**config.mk**
```make
export PLATFORM = sky130hd
export DESIGN_NAME = sleep_plane_ctrl
export DESIGN_NICKNAME = d
export VERILOG_FILES = /design/src/rtl/sleep_plane_pkg.sv /design/src/rtl/sleep_lead_timer.sv /design/src/rtl/wake_qualify.sv /design/src/rtl/plane_encoder.sv /design/src/rtl/sleep_plane_ctrl.sv
export SDC_FILE = /design/constraint.sdc
export NUM_CORES = 1
export LEC_CHECK = 0
export ABC_AREA = 1
export ABC_CLOCK_PERIOD_IN_PS = 1500
export BUFFER_PORTS_ARGS = -buffer_cell sky130_fd_sc_hd__clkbuf_2
export CAP_MARGIN = 20
export CORE_AREA = 2 2 39 41
export CTS_BUF_LIST = sky130_fd_sc_hd__clkbuf_8 sky130_fd_sc_hd__clkbuf_16
export CTS_CLUSTER_SIZE = 10
export DETAILED_ROUTE_END_ITERATION = 16
export DIE_AREA = 0 0 41 43
export GPL_ROUTABILITY_DRIVEN = 0
export MAX_ROUTING_LAYER = met4
export PLACE_DENSITY = 0.67
export SYNTH_ARGS = -nofsm -noshare
export SYNTH_HDL_FRONTEND = slang
export SYNTH_SLANG_ARGS = --single-unit
```
**constraint.sdc**
```tcl
create_clock -name clk -period 1.5 [get_ports clk]
set_input_delay 0.075 -clock clk [delete_from_list [all_inputs] [get_ports clk]]
set_output_delay 0.075 -clock clk [all_outputs]
set_load 0.02 [all_outputs]
```
**src/rtl/sleep_plane_pkg.sv**
```systemverilog
package sleep_plane_pkg;

    typedef enum logic [2:0] {
        ST_RUN,
        ST_WARN,
        ST_STBY,
        ST_RAM,
        ST_DISK,
        ST_OFF,
        ST_RESUME
    } pstate_t;

    typedef enum logic [1:0] {
        REQ_STBY = 2'd0,
        REQ_RAM  = 2'd1,
        REQ_DISK = 2'd2,
        REQ_OFF  = 2'd3
    } req_t;

    typedef struct packed {
        pstate_t state;
        req_t    tgt;
        logic    trip;
    } fsm_t;

    // active-high view of the outputs
    typedef struct packed {
        logic ram_off;
        logic disk_off;
        logic soft_off;
        logic warn;
    } plane_t;

    function automatic pstate_t req_to_state(req_t r);
        case (r)
            REQ_STBY: return ST_STBY;
            REQ_RAM:  return ST_RAM;
            REQ_DISK: return ST_DISK;
            default:  return ST_OFF;
        endcase
    endfunction

endpackage

```
**src/rtl/sleep_lead_timer.sv**
```systemverilog
module sleep_lead_timer #(
    parameter int unsigned LEAD_CYCLES = 4
) (
    input  logic clk,
    input  logic rst_n,
    input  logic start,
    output logic done
);
    localparam int unsigned CW = (LEAD_CYCLES > 1) ? $clog2(LEAD_CYCLES) : 1;
    localparam logic [CW-1:0] LOAD = CW'(LEAD_CYCLES - 1);

    logic [CW-1:0] cnt_d, cnt_q;

    always_comb begin
        cnt_d = cnt_q;
        if (start) begin
            cnt_d = LOAD;
        end else if (cnt_q != '0) begin
            cnt_d = cnt_q - 1'b1;
        end
    end

    always_ff @(posedge clk or negedge rst_n) begin
        if (!rst_n) begin
            cnt_q <= '0;
        end else begin
            cnt_q <= cnt_d;
        end
    end

    assign done = (cnt_q == '0);


    idle_hold_chk: assert property (@(posedge clk) disable iff (!rst_n)
        (done && !start) |=> done);

    generate
        if (LEAD_CYCLES > 1) begin : g_multi

            start_busy_chk: assert property (@(posedge clk) disable iff (!rst_n)
                start |=> !done);
        end
    endgenerate

endmodule

```
**src/rtl/wake_qualify.sv**
```systemverilog
module wake_qualify (
    input  logic clk,
    input  logic rst_n,
    input  logic button,
    input  logic ring,
    input  logic pcie,
    input  logic en_we,
    input  logic en_val,
    output logic wake_any
);
    logic ring_en_d, ring_en_q;

    always_comb begin
        ring_en_d = ring_en_q;
        if (en_we) begin
            ring_en_d = en_val;
        end
    end

    always_ff @(posedge clk or negedge rst_n) begin
        if (!rst_n) begin
            ring_en_q <= 1'b0;
        end else begin
            ring_en_q <= ring_en_d;
        end
    end

    assign wake_any = button | pcie | (ring & ring_en_q);


    ring_en_keep_chk: assert property (@(posedge clk) disable iff (!rst_n)
        !en_we |=> $stable(ring_en_q));

endmodule

```
**src/rtl/plane_encoder.sv**
```systemverilog
module plane_encoder
    import sleep_plane_pkg::*;
(
    input  pstate_t state,
    output plane_t  planes
);
    always_comb begin
        planes          = '0;
        planes.warn     = (state != ST_RUN);
        planes.ram_off  = (state == ST_RAM) || (state == ST_DISK) || (state == ST_OFF);
        planes.disk_off = (state == ST_DISK) || (state == ST_OFF);
        planes.soft_off = (state == ST_OFF);
    end
endmodule

```
**src/rtl/sleep_plane_ctrl.sv**
```systemverilog
module sleep_plane_ctrl
    import sleep_plane_pkg::*;
#(
    parameter int unsigned LEAD_CYCLES = 4
) (
    input  logic       clk,
    input  logic       rst_n,
    input  logic       sleep_req,
    input  logic [1:0] sleep_type,
    input  logic       wake_button,
    input  logic       wake_ring,
    input  logic       wake_pcie,
    input  logic       ring_en_we,
    input  logic       ring_en_val,
    input  logic       button_override,
    input  logic       cpu_trip_n,
    output logic       ram_off_n,
    output logic       disk_off_n,
    output logic       soft_off_n,
    output logic       susp_warn_n
);
    fsm_t   fsm_d, fsm_q;
    logic   lead_start;
    logic   lead_done;
    logic   wake_any;
    plane_t planes;

    sleep_lead_timer #(.LEAD_CYCLES(LEAD_CYCLES)) i_lead (
        .clk   (clk),
        .rst_n (rst_n),
        .start (lead_start),
        .done  (lead_done)
    );

    wake_qualify i_wake (
        .clk      (clk),
        .rst_n    (rst_n),
        .button   (wake_button),
        .ring     (wake_ring),
        .pcie     (wake_pcie),
        .en_we    (ring_en_we),
        .en_val   (ring_en_val),
        .wake_any (wake_any)
    );

    always_comb begin
        fsm_d      = fsm_q;
        lead_start = 1'b0;
        if (fsm_q.trip || !cpu_trip_n) begin
            fsm_d.trip  = 1'b1;
            fsm_d.state = ST_OFF;
        end else if (button_override) begin
            fsm_d.state = ST_OFF;
        end else begin
            case (fsm_q.state)
                ST_RUN: begin
                    if (sleep_req) begin
                        fsm_d.state = ST_WARN;
                        fsm_d.tgt   = req_t'(sleep_type);
                        lead_start  = 1'b1;
                    end
                end
                ST_WARN: begin
                    if (lead_done) begin
                        fsm_d.state = req_to_state(fsm_q.tgt);
                    end
                end
                ST_STBY, ST_RAM, ST_DISK, ST_OFF: begin
                    if (wake_any) begin
                        fsm_d.state = ST_RESUME;
                    end
                end
                default: begin
                    fsm_d.state = ST_RUN;
                end
            endcase
        end
    end

    always_ff @(posedge clk or negedge rst_n) begin
        if (!rst_n) begin
            fsm_q <= '{state: ST_RUN, tgt: REQ_STBY, trip: 1'b0};
        end else begin
            fsm_q <= fsm_d;
        end
    end

    plane_encoder i_enc (
        .state  (fsm_q.state),
        .planes (planes)
    );

    assign ram_off_n   = ~planes.ram_off;
    assign disk_off_n  = ~planes.disk_off;
    assign soft_off_n  = ~planes.soft_off;
    assign susp_warn_n = ~planes.warn;


    plane_nest_chk: assert property (@(posedge clk) disable iff (!rst_n)
        (!soft_off_n |-> !disk_off_n) and (!disk_off_n |-> !ram_off_n));


    warn_cover_chk: assert property (@(posedge clk) disable iff (!rst_n)
        !ram_off_n |-> !susp_warn_n);


    release_order_chk: assert property (@(posedge clk) disable iff (!rst_n)
        $rose(susp_warn_n) |-> (ram_off_n && $past(ram_off_n)));


    run_wake_ignore_chk: assert property (@(posedge clk) disable iff (!rst_n)
        (fsm_q.state == ST_RUN && !sleep_req && !button_override && cpu_trip_n)
        |=> (susp_warn_n && ram_off_n));


    req_target_keep_chk: assert property (@(posedge clk) disable iff (!rst_n)
        (fsm_q.state != ST_RUN) |=> $stable(fsm_q.tgt));


    override_chk: assert property (@(posedge clk) disable iff (!rst_n)
        button_override |=> (!soft_off_n && !susp_warn_n));


    trip_enter_chk: assert property (@(posedge clk) disable iff (!rst_n)
        !cpu_trip_n |=> !soft_off_n);


    trip_hold_chk: assert property (@(posedge clk) disable iff (!rst_n)
        fsm_q.trip |=> (fsm_q.trip && !soft_off_n));

endmodule

```
==> impl_results.rst <==
.. list-table::
   :header-rows: 1

   * - Metric
     - Value
   * - Clk Latency, worst-skew pair
     - 0.23 ns
   * - Total I/O pin count
     - 16
   * - Count of unresolved DRC violations after routing
     - 0
   * - Post-layout min period
     - 1.335 ns
   * - Total power density per cell area
     - 1003 nW/um2
   * - Synthesized flop and latch total
     - 9
   * - Power after layout
     - 719.2 uW
   * - Worst clock skew
     - 0.001511 ns
   * - Longest individual stage delay on the worst path
     - 0.46 ns
   * - Kind of launch point of the worst setup path
     - flip-flop
   * - Post-synthesis area per instance
     - 7.764 um2
   * - DRT antenna net count
     - 0
   * - Sum of negative setup slack
     - 0 ns
   * - Via/cell ratio
     - 4.569
   * - Launch point of the worst reg-to-reg path
     - fsm_q[3]
   * - GR Overflow Total
     - 0
   * - Average detailed-routed wire length per instance
     - 9.165 um
   * - First-pass GRT wire length
     - 1718 um
   * - Number of stages on the worst setup path
     - 5
   * - Syn Inst Count
     - 73
   * - Total non-filler cell area in the finished layout
     - 716.9 um2
   * - Number of cells traversed by the worst hold path
     - 3
   * - Area of the die
     - 1763 um2
   * - Required @ worst endpoint
     - 1.42 ns
   * - GRT Overall Usage
     - 15.59%
   * - Family with the most delay on the worst path
     - flip-flops
   * - Post-placement cell count
     - 104
   * - DR vias
     - 498
   * - Worst path arrival time
     - 1.26 ns
   * - Max_slew headroom
     - 79.39%
   * - Buffer cell driving the clock tree root
     - clkbuf_8
   * - Max Clock Freq
     - 749.0 MHz
   * - Highest-count cells in the layout ignoring fill and taps
     - 19 x nand2_1, 15 x clkbuf_2, 9 x inv_1, 9 x nand3_1, 9 x dfrtp_1
   * - P&R area growth vs syn
     - 26.49%
   * - Num Clock Sinks
     - 9
   * - CTS buffer count
     - 3
   * - Clock transition at the registers of the reported paths
     - 0.04 ns
   * - CTS tree
     - done
   * - Largest net degree at the start of global routing
     - 10
   * - Post-detailed-placement cell area
     - 661.9 um2
   * - Layout filler cell count
     - 149
   * - Fraction of final layout cells sized beyond drive strength 1
     - 36.56%
   * - CP cell instances
     - inv_2, nand3_2, nand2_1, a21oi_1, clkbuf_2
   * - Maximum net fanout on the critical path
     - 6
   * - # setup viols final
     - 0
   * - Synth Net Count
     - 86
   * - Critical Path Slowest Stage Cell
     - dfrtp_1
   * - Non-Filler Instances
     - 109
   * - Netlist cell types
     - 17
   * - Multi-input logic area
     - 296.5 um2
   * - X dimension of the die
     - 41 um
   * - Number of global-route vias before repair
     - 434
   * - Run status
     - complete, no violations
   * - Reg2Reg Setup Slack
     - 0.25 ns
   * - Class of the most critical setup path
     - reg -> out
   * - Capture instance of the worst register-to-register path
     - fsm_q[1]
   * - Detailed Routing Iterations Pass 1
     - 4
   * - CP Capture Type
     - primary output
   * - # Max-Cap Violations
     - 0
   * - Post-detailed-routing wire length
     - 999 um
   * - Netlist area before placement
     - 566.8 um2
   * - CP bufs+invs
     - 2
   * - Largest vdd supply drop
     - 0.6439 mV
   * - Die height
     - 43 um
   * - Number of H-tree levels
     - 1
   * - Antenna diode count
     - 0
   * - Site Rows
     - 14
   * - FF-to-FF path depth
     - 6
   * - Leakage power figure
     - 0.0003969 uW
   * - Share of the clock period used by the worst path
     - 89.00%
   * - RSZ-0062 raised after global routing
     - false
   * - Hold-critical path endpoint
     - fsm_q[1]
   * - Antenna violations before repair
     - 0
   * - Port Buffer Count
     - 15
   * - Final Hold Fails
     - 0
   * - Yosys warns
     - 0
   * - Worst hold path type
     - in -> reg
   * - Most common cell after layout, fill and taps aside
     - nand2_1
   * - Starting utilization of the core area
     - 40.96%
   * - FF/Latch Area
     - 225.2 um2
   * - Sequential cell area fraction in the yosys report
     - 39.74%
   * - Fin nets
     - 107
   * - Pins over their slew limit
     - 0
   * - Maximum root-to-sink buffer count
     - 2
   * - Starting DRC count in detailed routing
     - 6
   * - Slew at the pin closest to its max-slew limit
     - 0.3092 ns
   * - Floorplan Core Area
     - 1384 um2
   * - HP Start
     - sleep_type[0]
   * - Sum of net half-perimeters after detailed placement
     - 852.3 um
==> cells by family after synthesis <==
| kind of cell | synth area share (%) |
|---|---|
| AOI/OAI and AO/OA | 2.648 |
| adders and majority gates | 2.207 |
| buffers and inverters | 7.946 |
| DFF | 39.74 |
| muxes | 1.987 |
| and+or+nand+nor | 45.48 |
==> cell type report <==
class | instances | share of cell area, %
clock inverter | 1 | 0.5236
clock buffer | 3 | 5.759
tap | 16 | 2.792
sequential | 9 | 31.41
timing repair buffer | 16 | 11.87
inverter | 12 | 6.283
multi-input combinational | 52 | 41.36
==> repair_timing <==
item / in CTS / in global routing
hold endpoints to repair: 9 / 0
resized for setup: 0 / 0
setup buffers: 0 / 0
hold buffers: 1 / 0
==> cell usage after synthesis <==
| library cell | instances | area (um2) |
|---|---|---|
| nor3_2 | 1 | 10.01 |
| nand3_1 | 9 | 45.04 |
| dfrtp_1 | 9 | 225.2 |
| nand2_4 | 1 | 11.26 |
| nor3_4 | 1 | 16.27 |
| nand2_2 | 3 | 18.77 |
| ha_1 | 1 | 12.51 |
| inv_1 | 8 | 30.03 |
| inv_2 | 4 | 15.01 |
| nand3b_1 | 1 | 7.510 |
| nand3_2 | 4 | 40.04 |
| nand2_1 | 19 | 71.32 |
| nor2_4 | 1 | 11.26 |
| a21oi_1 | 2 | 10.01 |
| nor2_1 | 7 | 26.28 |
| o21ai_0 | 1 | 5.000 |
| mux2_2 | 1 | 11.26 |
==> routing by layer <==
metal / up-vias / part of all wire, % / track usage (%) / wire length, um
li1: 270 / - / - / -
met1: 209 / 49 / 18.64 / 487
met2: 13 / 43 / 20.94 / 429
met3: 6 / 4.8 / 4.712 / 48
met4: 0 / 3.3 / 12.00 / 33
met5: - / 0 / - / 0
==> registers in the layout (all words and copies together), names as in the netlist <==
name	flops
fsm_q	6
i_lead.cnt_q	2
i_wake.ring_en_q	1
==> worst max-delay path by stage <==
stage                   from   endpoint
floorplan           fsm_q[3]   fsm_q[2]
global placement    fsm_q[3]   fsm_q[2]
detailed placement  fsm_q[3]   fsm_q[1]
CTS                 fsm_q[4]  ram_off_n
global route        fsm_q[4]  ram_off_n
finish              fsm_q[4]  ram_off_n
==> through the flow <==
stage          worst slack [ns]  hold WS [ns]  util, %
2_1_floorplan            0.1136       -0.2206        -
3_3_place_gp             0.2608      -0.06001    47.83
3_5_place_dp             0.2460      -0.06251    47.83
4_1_cts                  0.1607       0.04201    51.81
5_1_grt                 0.07257       0.06186    51.81
6_report                 0.1650       0.04317    51.81
==> power by group <==
part | switching (uW) | leakage, uW | total [uW] | internal, uW
combinational | 95.7 | 0.000267 | 163 | 67.6
clock | 89.0 | 0.0000269 | 267 | 178
sequential | 12.5 | 0.000103 | 289 | 277
total | 197 | 0.000397 | 719 | 522
==> tightest hold or removal path, stage by stage <==
cell      delay, ns
clkbuf_2       0.07
nand2_1        0.04
nand2_1        0.05
Power figures use the tool's default switching activity.
